--- config.mk ---
export PLATFORM = sky130hd
export DESIGN_NAME = rx_addr_filter
export DESIGN_NICKNAME = d
export VERILOG_FILES = /design/src/rtl/raf_pkg.sv /design/src/rtl/raf_regs.sv /design/src/rtl/raf_hash.sv /design/src/rtl/raf_match.sv /design/src/rtl/rx_addr_filter.sv
export SDC_FILE = /design/constraint.sdc
export NUM_CORES = 1
export LEC_CHECK = 0
export ABC_CLOCK_PERIOD_IN_PS = 14100
export BUFFER_PORTS_ARGS = -buffer_cell sky130_fd_sc_hd__buf_4
export CAP_MARGIN = 20
export CORE_MARGIN = 2
export CORE_UTILIZATION = 55
export DETAILED_ROUTE_END_ITERATION = 8
export GPL_TIMING_DRIVEN = 0
export HOLD_SLACK_MARGIN = 0.12
export PLACE_DENSITY = 0.76
export SYNTH_ARGS = -nofsm -noshare
export SYNTH_HDL_FRONTEND = slang
export SYNTH_SLANG_ARGS = --single-unit
--- constraint.sdc ---
create_clock -name clk -period 14.1 [get_ports clk]
set_input_delay 2.82 -clock clk [delete_from_list [all_inputs] [get_ports clk]]
set_output_delay 2.82 -clock clk [all_outputs]
set_load 0.05 [all_outputs]
--- src/rtl/raf_pkg.sv ---
package raf_pkg;
  typedef enum logic [1:0] {
    REG_CFG = 2'd0,
    REG_STA = 2'd1,
    REG_FLT = 2'd2,
    REG_MAC = 2'd3
  } raf_reg_e;

  localparam int CFG_LRST = 0;
  localparam int CFG_PRST = 1;
  localparam int CFG_CHG  = 2;

  localparam int MAC_RXEN = 0;
  localparam int MAC_TXEN = 1;
  localparam int MAC_PROM = 2;

  // One byte of a reflected CRC, LSB of the byte first.
  function automatic logic [31:0] crc_byte(input logic [31:0] c,
                                           input logic [7:0]  d,
                                           input logic [31:0] poly);
    logic [31:0] r;
    r = c ^ {24'd0, d};
    for (int b = 0; b < 8; b++)
      r = r[0] ? ((r >> 1) ^ poly) : (r >> 1);
    return r;
  endfunction
endpackage

--- src/rtl/raf_regs.sv ---
module raf_regs
  import raf_pkg::*;
#(
  parameter int ADDR_BYTES = 6,
  parameter int FILT_BYTES = 8,
  parameter int BUSY_CYC   = 2
) (
  input  logic                    clk,
  input  logic                    rst_n,
  input  logic                    reg_wr,
  input  logic [1:0]              reg_addr,
  input  logic [7:0]              reg_wdata,
  output logic [7:0]              reg_rdata,
  output logic [8*ADDR_BYTES-1:0] station,
  output logic [8*FILT_BYTES-1:0] filter,
  output logic                    promisc,
  output logic                    rx_en,
  output logic                    tx_en,
  output logic                    busy,
  output logic                    data_take
);
  localparam int SPW = $clog2(ADDR_BYTES);
  localparam int LPW = $clog2(FILT_BYTES);
  localparam int BCW = $clog2(BUSY_CYC + 1);

  logic [BCW-1:0] bcnt;
  logic           sess;
  logic [SPW-1:0] sptr;
  logic [LPW-1:0] lptr;
  logic           cfg_wr, mac_wr, sta_take, flt_take;

  assign busy      = (bcnt != '0);
  assign cfg_wr    = reg_wr && (reg_addr == REG_CFG);
  assign mac_wr    = reg_wr && (reg_addr == REG_MAC);
  assign sta_take  = reg_wr && (reg_addr == REG_STA) && sess && !busy;
  assign flt_take  = reg_wr && (reg_addr == REG_FLT) && sess && !busy;
  assign data_take = sta_take || flt_take;

  // session, busy window and load pointers
  always_ff @(posedge clk) begin
    if (!rst_n) begin
      bcnt <= '0;
      sess <= 1'b0;
      sptr <= '0;
      lptr <= '0;
    end else if (cfg_wr) begin
      sess <= reg_wdata[CFG_CHG];
      bcnt <= reg_wdata[CFG_CHG] ? BCW'(BUSY_CYC) : '0;
      if (reg_wdata[CFG_PRST]) sptr <= '0;
      if (reg_wdata[CFG_LRST]) lptr <= '0;
    end else begin
      if (busy) bcnt <= bcnt - 1'b1;
      if (sta_take) sptr <= (sptr == SPW'(ADDR_BYTES - 1)) ? '0 : sptr + 1'b1;
      if (flt_take) lptr <= (lptr == LPW'(FILT_BYTES - 1)) ? '0 : lptr + 1'b1;
    end
  end

  // table storage
  always_ff @(posedge clk) begin
    if (!rst_n) begin
      station <= '0;
      filter  <= '0;
    end else begin
      if (sta_take) station[sptr*8 +: 8] <= reg_wdata;
      if (flt_take) filter[lptr*8 +: 8]  <= reg_wdata;
    end
  end

  // MAC control with auto-disable on table change
  always_ff @(posedge clk) begin
    if (!rst_n) begin
      rx_en   <= 1'b0;
      tx_en   <= 1'b0;
      promisc <= 1'b0;
    end else if (mac_wr) begin
      rx_en   <= reg_wdata[MAC_RXEN];
      tx_en   <= reg_wdata[MAC_TXEN];
      promisc <= reg_wdata[MAC_PROM];
    end else if (data_take) begin
      rx_en <= 1'b0;
      tx_en <= 1'b0;
    end
  end

  always_comb begin
    reg_rdata = '0;
    case (reg_addr)
      REG_CFG: reg_rdata[CFG_CHG] = busy;
      REG_MAC: begin
        reg_rdata[MAC_RXEN] = rx_en;
        reg_rdata[MAC_TXEN] = tx_en;
        reg_rdata[MAC_PROM] = promisc;
      end
      default: reg_rdata = '0;
    endcase
  end
endmodule

--- src/rtl/raf_hash.sv ---
module raf_hash
  import raf_pkg::*;
#(
  parameter logic [31:0] POLY = 32'hEDB8_8320
) (
  input  logic        clk,
  input  logic        rst_n,
  input  logic        step,
  input  logic        first,
  input  logic [7:0]  din,
  output logic [31:0] crc_next
);
  logic [31:0] crc_q;

  assign crc_next = crc_byte(first ? '1 : crc_q, din, POLY);

  always_ff @(posedge clk) begin
    if (!rst_n)    crc_q <= '1;
    else if (step) crc_q <= crc_next;
  end
endmodule

--- src/rtl/raf_match.sv ---
module raf_match #(
  parameter int ADDR_BYTES = 6,
  parameter int FILT_BYTES = 8,
  parameter int HW         = $clog2(8 * FILT_BYTES)
) (
  input  logic                    clk,
  input  logic                    rst_n,
  input  logic                    da_valid,
  input  logic                    da_sof,
  input  logic [7:0]              da_byte,
  output logic                    da_ready,
  output logic                    step,
  output logic                    first,
  input  logic [HW-1:0]           hidx,
  input  logic [8*ADDR_BYTES-1:0] station,
  input  logic [8*FILT_BYTES-1:0] filter,
  input  logic                    promisc,
  input  logic                    rx_en,
  output logic                    dec_valid,
  output logic                    dec_accept
);
  localparam int CW = $clog2(ADDR_BYTES);

  logic [CW-1:0]             cnt, idx;
  logic [8*ADDR_BYTES-1:0]   da_q, da_full;
  logic                      last, grp, bcast, uni_hit, hash_hit, hit;

  assign da_ready = !dec_valid;
  assign step     = da_valid && da_ready;
  assign first    = da_sof || (cnt == '0);
  assign idx      = da_sof ? '0 : cnt;
  assign last     = (idx == CW'(ADDR_BYTES - 1));

  always_comb begin
    da_full = da_q;
    da_full[idx*8 +: 8] = da_byte;
  end

  assign grp      = da_full[0];
  assign bcast    = &da_full;
  assign uni_hit  = (da_full == station);
  assign hash_hit = filter[hidx];
  assign hit      = promisc || (grp ? (bcast || hash_hit) : uni_hit);

  always_ff @(posedge clk) begin
    if (!rst_n) begin
      cnt        <= '0;
      da_q       <= '0;
      dec_valid  <= 1'b0;
      dec_accept <= 1'b0;
    end else begin
      dec_valid  <= step && last;
      dec_accept <= step && last && rx_en && hit;
      if (step) begin
        cnt  <= last ? '0 : idx + 1'b1;
        da_q <= da_full;
      end
    end
  end
endmodule

--- src/rtl/rx_addr_filter.sv ---
module rx_addr_filter #(
  parameter int          ADDR_BYTES = 6,
  parameter int          FILT_BYTES = 8,
  parameter int          BUSY_CYC   = 2,
  parameter logic [31:0] CRC_POLY   = 32'hEDB8_8320
) (
  input  logic       clk,
  input  logic       rst_n,
  input  logic       reg_wr,
  input  logic [1:0] reg_addr,
  input  logic [7:0] reg_wdata,
  output logic [7:0] reg_rdata,
  input  logic       da_valid,
  input  logic       da_sof,
  input  logic [7:0] da_byte,
  output logic       da_ready,
  output logic       rx_enable,
  output logic       tx_enable,
  output logic       dec_valid,
  output logic       dec_accept
);
  localparam int HW = $clog2(8 * FILT_BYTES);

  logic [8*ADDR_BYTES-1:0] station;
  logic [8*FILT_BYTES-1:0] filter;
  logic                    promisc, chg_busy, data_take, step, first;
  logic [31:0]             crc_next;

  raf_regs #(.ADDR_BYTES(ADDR_BYTES), .FILT_BYTES(FILT_BYTES), .BUSY_CYC(BUSY_CYC)) u_regs (
    .clk, .rst_n, .reg_wr, .reg_addr, .reg_wdata, .reg_rdata,
    .station, .filter, .promisc,
    .rx_en(rx_enable), .tx_en(tx_enable),
    .busy(chg_busy), .data_take
  );

  raf_hash #(.POLY(CRC_POLY)) u_hash (
    .clk, .rst_n, .step, .first, .din(da_byte), .crc_next
  );

  raf_match #(.ADDR_BYTES(ADDR_BYTES), .FILT_BYTES(FILT_BYTES), .HW(HW)) u_match (
    .clk, .rst_n, .da_valid, .da_sof, .da_byte, .da_ready, .step, .first,
    .hidx(crc_next[31 -: HW]), .station, .filter, .promisc,
    .rx_en(rx_enable), .dec_valid, .dec_accept
  );
endmodule

==> flow_summary_export.csv, run 1 <==
group,metric,value,unit
run_status,outcome,"finished, final reports clean",
critical_path,start_kind,"input port",
cts,numCtsBuffers,24,
flow_run,drv_cap,0,
pwr,clkPwrFrac,39.1,%
hold_path,holdCritPathClass,"flop to flop",
cells_and_area,fillers,1718,
placement,place.gp.congestion,0.8970,
sta,hold_viol_final,0,
placement,dp_hpwl,21190,µm
global_routing,grt-ovfl-total,0,
critical_path,worstPathRequired,14.53,ns
hold_path,holdPathEnd,"u_regs.filter[24]$_SDFFE_PN0P_",
critical_path,worstSetupEndpointType,"flop",
cts,holdBufCountCts,0,
routing,avgViaCountPerCell,5.730,
critical_path,cp_max_fo,10,
floorplanning,rows,52,
yosys,synth_cell_types,66,
routing,wl_per_cell,18.04,µm
critical_path,crit_family,"simple AND/OR/NAND/NOR gates",
routing,drtIter0Drc,792,
hold_path,holdPathStages,2,
critical_path,crit_slowest_cell,"nor2_1",
yosys,synthFlopType,"dfxtp_1",
cells_and_area,seq_area,4184,µm²
global_routing,grt_first_pass_wirelength,47700,µm
cells_and_area,areaGrowthSynthToFinish,11.95,%
critical_path,r2r_setup_slack,9.28,ns
routing,vias,9449,
yosys,syn_area_per_cell,8.779,µm²
yosys,ys_seq_area_share,36.52,%
cts,cts.sinks,209,
cts,clkSlewWorstSetupHoldPaths,0.06,ns
routing,wl,29750,µm
sta,worst_pin_slew,1.049,ns
sta,fmax,138.8,MHz
floorplanning,die_h,148.3,µm
yosys,netlist_area,11460,µm²
critical_path,worst-path-buf-inv,4,
pwr,power.density,120.5,nW/µm²
sta,period_share,51.10,%
routing,drc_errors,0,
yosys,synth_area_leader_cell,"dfxtp_1",
cts,postCtsSetupRepairBufs,0,
cts,cts-resized-gates,0,
global_routing,grt_max_degree,14,
sta,clock_skew,0.006212,ns
sta,fin_tns_setup,0,ns
floorplanning,core,20360,µm²
placement,io_buffers,24,
pwr,p_leak,4.328,nW
placement,place_inst,1609,
cells_and_area,final_cells,1649,
sta,maxSlewViolCount,0,
cells_and_area,multiInputGateArea,6889,µm²
yosys,synth_area_leaders,"dfxtp_1 37%, mux2i_1 14%, nand2_1 6.8%",
yosys,async_flop_share,0,%
yosys,synth_edf_count,0,
floorplanning,initial_core_util,56.26,%
cells_and_area,layout_common_cells,"209 x dfxtp_1, 208 x nand2_1, 156 x mux2i_1, 99 x nor2b_1, 87 x xnor2_1",
routing,final_antenna_net_count,0,
floorplanning,die_w,148.3,µm
yosys,ys_warn_count,0,
yosys,synth-seq-cells,209,
pwr,vdd_ir_drop_max,0.08898,mV
critical_path,worstReg2RegStart,"u_match.cnt[0]$_SDFFE_PN0P_",
cells_and_area,drive_above_1_share,7.329,%
critical_path,cp_num_cells,18,
cells_and_area,stdcell_area,12830,µm²
pwr,swShare,29.27,%
sta,rsz0062_at_grt,"false",
pwr,internal_power,1.093,mW
critical_path,r2r_cells,16,
sta,slew_headroom,29.84,%
sta,finalCriticalPeriod,7.205,ns
pwr,power_frac_comb,20.7,%
cts,h-tree-depth,1,
floorplanning,dieArea,22000,µm²
cts,insertion_delay,0.53,ns
global_routing,antenna_found_initial,0,
sta,setup_viol,0,
critical_path,reg2reg_to,"u_match.dec_accept$_SDFF_PN0_",
yosys,synth_top_area_share,36.52,%
yosys,syn_inst,1305,
critical_path,crit_chain,"buf_4 > buf_2 > clkbuf_1 > nand2b_1 > ha_1 > ha_1 > nor4b_1 > o21ai_1 > nor2_1 > buf_2 > mux2i_1 > xnor2_1 > nor4_1 > nand2_1 > nor4_1 > o311ai_0 > or2_2 > o22ai_1",
floorplanning,ios,36,
critical_path,worstSetupPathType,"input port to flop",
hold_path,min_from,"u_regs.filter[24]$_SDFFE_PN0P_",
pwr,switchingPower,0.4523,mW
critical_path,cp.arrival,7.64,ns
pwr,seqPwrFrac,40.1,%
critical_path,slowest_delay,0.51,ns
global_routing,grt_pass1_vias,8968,
cells_and_area,fin_nets,1406,
global_routing,grt_usage,27.11,%
cells_and_area,final_common_cell,"dfxtp_1",
placement,placed_cell_area,12060,µm²
cts,clockRootBuffer,"clkbuf_16",
cts,cts_tree,"yes",
routing,firstDrtPassIters,6,
cells_and_area,finalCoreUtilization,62.98,%
sta,hold_slack,0.4631,ns
cts,cts_max_path_buffers,3,
## synthesized netlist by cell type, types with 3 or more instances
master	number
nor4_1	18
a21oi_1	5
ha_1	18
o21ai_1	6
a31oi_1	5
clkbuf_1	72
nand3_1	34
xor2_1	30
xnor2_1	87
or3_1	9
o21ai_0	21
dfxtp_1	209
buf_4	8
a21boi_0	69
o21a_1	3
nand3b_1	4
a32oi_1	8
a211oi_1	8
nand4_1	18
nor2b_1	99
nand2_1	208
nor4b_1	3
a22o_1	4
o22ai_1	3
and3_1	5
inv_1	14
nor3_1	13
o211a_1	6
o211ai_1	29
mux2i_1	156
nor3b_1	4
nand2b_1	7
buf_2	5
nor2_1	49
and2_1	29
## flip-flops by register name (all words and copies together) (netlist names)
register / count
u_regs.filter: 64
u_match.da_q: 48
u_regs.station: 48
u_hash.crc_q: 32
u_match.cnt: 3
u_regs.lptr: 3
u_regs.sptr: 3
u_regs.bcnt: 2
u_match.dec_accept: 1
u_match.dec_valid: 1
u_regs.promisc: 1
u_regs.rx_en: 1
u_regs.sess: 1
u_regs.tx_en: 1
## metal layers
layer | part of all wire, % | global-route usage (%) | up-vias
met5 | 0 | 0 | -
met4 | 3.0 | 9.048 | 0
met3 | 7.3 | 4.571 | 74
met2 | 44 | 41.85 | 351
met1 | 46 | 38.60 | 4424
li1 | - | - | 4600
## power by group through the flow
stage	clock (mW)	sequential, mW	combinational (mW)
floorplan	0	0.630	0.242
global placement	0	0.632	0.312
detailed placement	0	0.632	0.316
CTS	0.612	0.619	0.318
global route	0.634	0.621	0.347
finish	0.605	0.620	0.321
## kinds of logic (layout without fill, tap and decap cells)
logic type | count (synthesis) | count (layout) | synth area share, %
simple gates | 510 | 510 | 22.04
flops | 209 | 209 | 36.52
compound gates | 181 | 181 | 11.71
mux | 160 | 160 | 14.02
xor+xnor | 123 | 123 | 9.960
buf+inv | 103 | 172 | 3.757
fa+ha+maj | 18 | 18 | 1.966
other cells | 1 | 6 | 0.03273
## worst max path at each step
stage / from / end / slack [ns]
after floorplan: reg_addr[0] / reg_rdata[2] / 7.19
after global placement: da_sof / u_match.dec_accept$_SDFF_PN0_ / 6.48
after detailed placement: da_sof / u_match.dec_accept$_SDFF_PN0_ / 6.44
after CTS: da_sof / u_match.dec_accept$_SDFF_PN0_ / 6.96
after global routing: da_sof / u_match.dec_accept$_SDFF_PN0_ / 6.43
final: da_sof / u_match.dec_accept$_SDFF_PN0_ / 6.89
## area by class of cell
class,instances,area share [%]
plain buffers,88,2.917
repair buffers,30,1.736
clock buffers,33,5.336
clock inverters,6,0.5853
flip-flops and latches,209,32.62
well taps,270,2.634
inverters,15,0.4390
multi-input cells,997,53.71
diodes,1,0.01951
## worst min-delay path: stages, from the launching register on
cell and delay, ns:
dfxtp_1 0.31, nand2_1 0.04, a21boi_0 0.06
## stage by stage
stage	power (mW)	setup WS (ns)
3_3_place_gp	0.9440	6.475
6_report	1.545	6.895
3_5_place_dp	0.9479	6.443
5_1_grt	1.602	6.434
4_1_cts	1.549	6.959
2_1_floorplan	0.8720	7.188
Note: power is estimated with default switching activity, not from simulation.
==> inputs of run 2 (changes only) <==
ABC_CLOCK_PERIOD_IN_PS = 6400   (was 14100)
PLACE_DENSITY = 0.79   (was 0.76)
clock period = 6.4 ns   (was 14.1 ns; I/O delays follow)
==> flow_summary_export.csv, run 2 (same netlist as run 1, synthesis figures left out) <==
group,metric,value,unit
critical_path,cp_num_cells,18,
critical_path,crit_slowest_cell,"nor2_1",
cts,cts_tree,"yes",
cts,clockRootBuffer,"clkbuf_16",
critical_path,worstPathRequired,6.84,ns
sta,clock_skew,0.01167,ns
routing,vias,9605,
pwr,power.density,268.6,nW/µm²
routing,wl_per_cell,18.26,µm
floorplanning,initial_core_util,56.26,%
floorplanning,die_w,148.3,µm
global_routing,grt_first_pass_wirelength,47840,µm
sta,hold_viol_final,0,
cells_and_area,diodes,0,
routing,wl,30070,µm
pwr,power,3.447,mW
sta,finalCriticalPeriod,5.784,ns
cells_and_area,final_common_cell,"dfxtp_1",
placement,pre_cts_ws,0.2247,ns
cts,clkSlewWorstSetupHoldPaths,0.06,ns
cells_and_area,layout_common_cells,"209 x dfxtp_1, 208 x nand2_1, 156 x mux2i_1, 99 x nor2b_1, 87 x xnor2_1",
cells_and_area,areaGrowthSynthToFinish,12.00,%
cts,holdBufCountCts,0,
sta,setup_viol,0,
cells_and_area,stdcell_area,12830,µm²
cts,h-tree-depth,1,
floorplanning,dieArea,22000,µm²
floorplanning,ios,36,
floorplanning,die_h,148.3,µm
critical_path,worstSetupPathType,"input port to flop",
critical_path,crit_family,"simple AND/OR/NAND/NOR gates",
run_status,outcome,"finished, final reports clean",
global_routing,grt_max_degree,15,
cts,postCtsSetupRepairBufs,0,
critical_path,start_kind,"input port",
critical_path,cp_max_fo,10,
cells_and_area,drive_above_1_share,7.407,%
hold_path,holdPathStages,2,
sta,slew_headroom,31.56,%
flow_run,drv_cap,0,
cts,cts-resized-gates,0,
floorplanning,rows,52,
cts,cts_max_path_buffers,3,
placement,dp_hpwl,21220,µm
critical_path,worstSetupEndpointType,"flop",
global_routing,antenna_found_initial,0,
critical_path,r2r_cells,16,
placement,placed_cell_area,12060,µm²
cells_and_area,regMostFlops,"u_regs.filter",
routing,drc_errors,0,
global_routing,grt-ovfl-total,0,
sta,worst_pin_slew,1.023,ns
cells_and_area,reg_top3,"u_regs.filter: 64 flops, u_match.da_q: 48 flops, u_regs.station: 48 flops",
cts,numCtsBuffers,23,
routing,final_antenna_net_count,0,
sta,fin_tns_setup,0,ns
pwr,p_leak,4.330,nW
hold_path,holdCritPathClass,"flop to flop",
critical_path,cp.arrival,6.22,ns
global_routing,grt_pass1_vias,8956,
sta,fmax,172.9,MHz
floorplanning,core,20360,µm²
sta,fin_ws,0.6163,ns
routing,firstDrtPassIters,5,
placement,io_buffers,24,
cells_and_area,fin_nets,1404,
sta,rsz0062_at_grt,"false",
sta,maxSlewViolCount,0,
critical_path,worst-path-buf-inv,4,
routing,avgViaCountPerCell,5.832,
cells_and_area,largest_reg_flops,64,
pwr,vdd_ir_drop_max,0.1841,mV
global_routing,grt_usage,26.95,%
sta,period_share,90.37,%
cts,cts.sinks,209,
critical_path,crit_chain,"buf_4 > buf_2 > clkbuf_1 > nand2b_1 > ha_1 > ha_1 > nor4b_1 > o21ai_1 > nor2_1 > buf_2 > mux2i_1 > xnor2_1 > nor4_1 > nand2_1 > nor4_1 > o311ai_0 > or2_2 > o22ai_1",
critical_path,slowest_delay,0.52,ns
routing,drtIter0Drc,953,
placement,place.gp.congestion,0.9290,
cts,insertion_delay,0.53,ns
run 2: final timing paths:
path                                                      from                             end  slack [ns]
worst max register to register     u_match.cnt[0]$_SDFFE_PN0P_   u_match.dec_accept$_SDFF_PN0_        1.48
worst min register to register  u_regs.filter[30]$_SDFFE_PN0P_  u_regs.filter[30]$_SDFFE_PN0P_        0.46
worst max-delay path                                    da_sof   u_match.dec_accept$_SDFF_PN0_        0.62
worst min-delay path            u_regs.filter[30]$_SDFFE_PN0P_  u_regs.filter[30]$_SDFFE_PN0P_        0.46
run 2: per-layer routing:
layer / share of wire, % / vias up / GRT usage, %
met5: 0 / - / 0
met1: 45 / 4552 / 38.46
met2: 44 / 396 / 42.43
met4: 2.7 / 0 / 8.381
met3: 7.6 / 79 / 3.712
li1: - / 4578 / -
run 2: through the flow:
stage | hold slack (ns) | utilization, % | cells
finish | 0.4630 | 63.01 | 1647
global placement | 0.4485 | 58.88 | 1603
global route | 0.4926 | 63.01 | 1647
floorplan | 0.4375 | - | 1309
detailed placement | 0.4554 | 59.24 | 1608
CTS | 0.4635 | 63.01 | 1647
run 2: worst register-to-register path: cells and delay by family, from the launching register on:
family / cells / cell delay, ns
XOR/XNOR: 1 / 0.12
multiplexers: 1 / 0.53
AO/OA/AOI/OAI: 3 / 0.77
buffers and inverters: 2 / 0.54
flip-flops: 1 / 0.30
AND/OR/NAND/NOR: 7 / 1.93
adder cells (fa/ha/maj): 2 / 0.66
run 2: where the power goes:
group | internal (mW) | leakage [nW] | switching, mW
clock | 0.807 | 0.374 | 0.559
sequential | 1.34 | 1.69 | 0.0230
combinational | 0.283 | 2.26 | 0.433
total | 2.43 | 4.33 | 1.02
run 2: final cells by class:
cell class,instances,area (µm²)
Buffer,88,374.1
Inverter,15,56.30
Tap cell,270,337.8
Multi-Input combinational cell,997,6894
Fill cell,1718,7532
Timing Repair Buffer,29,217.7
Clock buffer,28,614.3
Sequential cell,209,4184
Clock inverter,11,153.9
==> inputs of run 3 (changes only) <==
ABC_AREA = 1   (was default)
==> flow_summary_export.csv, run 3 <==
group,metric,value,unit
sta,clock_skew,0.009574,ns
pwr,power.density,265.7,nW/µm²
cells_and_area,multiInputGateArea,5947,µm²
yosys,synth_edf_count,0,
sta,worst_pin_slew,0.8532,ns
cells_and_area,finalCoreUtilization,62.79,%
yosys,syn_inst,1630,
hold_path,holdCritPathClass,"flop to flop",
cells_and_area,areaGrowthSynthToFinish,11.82,%
placement,place.gp.congestion,0.9473,
critical_path,start_kind,"input port",
critical_path,cp_max_fo,10,
cells_and_area,fin_nets,1733,
run_status,outcome,"finished, final reports clean",
yosys,syn_area_per_cell,6.971,µm²
critical_path,worstPathRequired,6.85,ns
sta,fin_ws,1.851,ns
yosys,netlist_area,11360,µm²
cts,holdBufCountCts,0,
yosys,synth_area_leaders,"dfxtp_1 37%, nand2_1 8.7%, o21ai_0 8.4%",
pwr,p_leak,5.641,nW
sta,fin_tns_setup,0,ns
sta,fmax,219.8,MHz
yosys,synthFlopType,"dfxtp_1",
global_routing,grt_max_degree,13,
routing,drc_errors,0,
sta,period_share,71.09,%
floorplanning,initial_core_util,56.15,%
critical_path,cp.arrival,5.00,ns
routing,wl_per_cell,16.91,µm
yosys,synth_area_leader_cell,"dfxtp_1",
floorplanning,die_h,147.7,µm
cts,clockRootBuffer,"clkbuf_16",
pwr,power,3.376,mW
cells_and_area,reg_top3,"u_regs.filter: 64 flops, u_match.da_q: 48 flops, u_regs.station: 48 flops",
routing,drtIter0Drc,1159,
critical_path,worstSetupEndpointType,"flop",
floorplanning,rows,52,
yosys,synth_most_common_cell,"nand2_1",
cts,numCtsBuffers,24,
global_routing,grt_first_pass_wirelength,52870,µm
floorplanning,die_w,147.7,µm
cts,postCtsSetupRepairBufs,0,
routing,vias,11300,
yosys,ys_seq_area_share,36.82,%
placement,io_buffers,30,
placement,pre_cts_ws,1.423,ns
cells_and_area,largest_reg_flops,64,
cells_and_area,seq_area,4184,µm²
global_routing,grt_pass1_vias,10230,
yosys,synth_cell_types,47,
sta,finalCriticalPeriod,4.549,ns
yosys,synth_top_area_share,36.82,%
cells_and_area,regMostFlops,"u_regs.filter",
cts,h-tree-depth,1,
sta,hold_viol_final,0,
routing,firstDrtPassIters,6,
placement,dp_hpwl,24010,µm
cts,insertion_delay,0.53,ns
cts,cts_tree,"yes",
sta,rsz0062_at_grt,"false",
flow_run,drv_cap,0,
floorplanning,ios,36,
global_routing,grt-ovfl-total,0,
cells_and_area,fillers,1812,
cts,cts-resized-gates,0,
routing,avgViaCountPerCell,5.718,
floorplanning,core,20230,µm²
floorplanning,dieArea,21820,µm²
routing,final_antenna_net_count,0,
sta,setup_viol,0,
cells_and_area,drive_above_1_share,8.617,%
yosys,async_flop_share,0,%
cells_and_area,diodes,0,
yosys,ys_warn_count,0,
yosys,synth-seq-cells,209,
critical_path,worstSetupPathType,"input port to flop",
sta,maxSlewViolCount,0,
pwr,vdd_ir_drop_max,0.2387,mV
cts,cts.sinks,209,
cts,cts_max_path_buffers,3,
global_routing,grt_usage,30.10,%
global_routing,antenna_found_initial,0,
cts,clkSlewWorstSetupHoldPaths,0.06,ns
cells_and_area,layout_common_cells,"262 x nand2_1, 212 x inv_1, 209 x dfxtp_1, 190 x o21ai_0, 150 x a21oi_1",
sta,hold_slack,0.4570,ns
routing,wl,33420,µm
sta,slew_headroom,42.68,%
yosys,synth_common_cells,"262 x nand2_1, 212 x inv_1, 209 x dfxtp_1",
cells_and_area,final_common_cell,"nand2_1",
## run 3: cell types whose count changed after synthesis, moves of 28 or more
cell / before / now
a21boi_0: 69 / 0
a21oi_1: 5 / 150
and2_1: 29 / 1
inv_1: 14 / 212
mux2i_1: 156 / 0
nand2_1: 208 / 262
nand3_1: 34 / 99
nor2_1: 49 / 146
nor2b_1: 99 / 0
o21ai_0: 21 / 190
xnor2_1: 87 / 26
## run 3: report_power, final
group | internal [mW] | total (mW) | switching (mW)
Combinational | 0.215 | 0.664 | 0.448
Sequential | 1.35 | 1.38 | 0.0248
Clock | 0.793 | 1.34 | 0.543
Total | 2.36 | 3.38 | 1.02
## run 3: layout make-up
| class | instances | share of cell area [%] |
|---|---|---|
| clock inverter | 6 | 0.4333 |
| tap | 270 | 2.659 |
| buffer | 80 | 3.112 |
| inverter | 225 | 6.697 |
| multi-input combinational | 1120 | 46.81 |
| sequential | 209 | 32.93 |
| clock buffer | 34 | 5.505 |
| timing repair buffer | 32 | 1.851 |
## run 3: worst max-delay path, cell delays in order
cell and delay (ns):
buf_4 0.13, nor2_2 0.34, inv_1 0.18, ha_1 0.27, ha_1 0.38, inv_1 0.11, nor2_4 0.13, nand2_2 0.13
buf_2 0.23, o21ai_0 0.42, nand4_1 0.15, or3_1 0.37, nor2_1 0.12, nand4_1 0.10, nor2_1 0.11, nor2_1 0.08
nand2_1 0.07, nor2_1 0.04, nand2_1 0.09, nand2_1 0.12, a21oi_2 0.16
## run 3: worst paths after layout
path | from | to | slack (ns) | cells past startpoint
worst max-delay path | da_sof | u_match.dec_accept$_SDFF_PN0_ | 1.85 | 21
worst min-delay path | u_regs.filter[4]$_SDFFE_PN0P_ | u_regs.filter[4]$_SDFFE_PN0P_ | 0.46 | 2
worst max register to register | u_match.cnt[0]$_SDFFE_PN0P_ | u_match.dec_accept$_SDFF_PN0_ | 2.35 | 21
worst min register to register | u_regs.filter[4]$_SDFFE_PN0P_ | u_regs.filter[4]$_SDFFE_PN0P_ | 0.46 | 2
## run 3: layer usage
| layer | share of wire, % | up-vias | global-route usage [%] | wire length (µm) |
|---|---|---|---|---|
| li1 | - | 5438 | - | - |
| met1 | 44 | 5193 | 42.53 | 14720 |
| met2 | 44 | 576 | 46.93 | 14660 |
| met3 | 8.9 | 92 | 3.673 | 2958 |
| met4 | 3.3 | 0 | 12.07 | 1092 |
| met5 | 0 | - | 0 | 0 |
## run 3: kinds of logic (layout without fill, tap and decap cells)
| kind of cell | Yosys count | after routing | synth area share (%) |
|---|---|---|---|
| buf+inv | 305 | 377 | 10.97 |
| other cells | 1 | 5 | 0.03300 |
| fa+ha+maj | 18 | 18 | 1.982 |
| compound gates | 395 | 395 | 18.56 |
| xor+xnor | 84 | 84 | 6.805 |
| simple gates | 618 | 618 | 24.83 |
| flops | 209 | 209 | 36.82 |
## run 3: per-stage QoR
step	std cells	instance area, µm²
3_3_place_gp	1934	11940
3_5_place_dp	1934	11940
5_1_grt	1976	12700
6_report	1976	12700
2_1_floorplan	1634	11380
4_1_cts	1974	12690
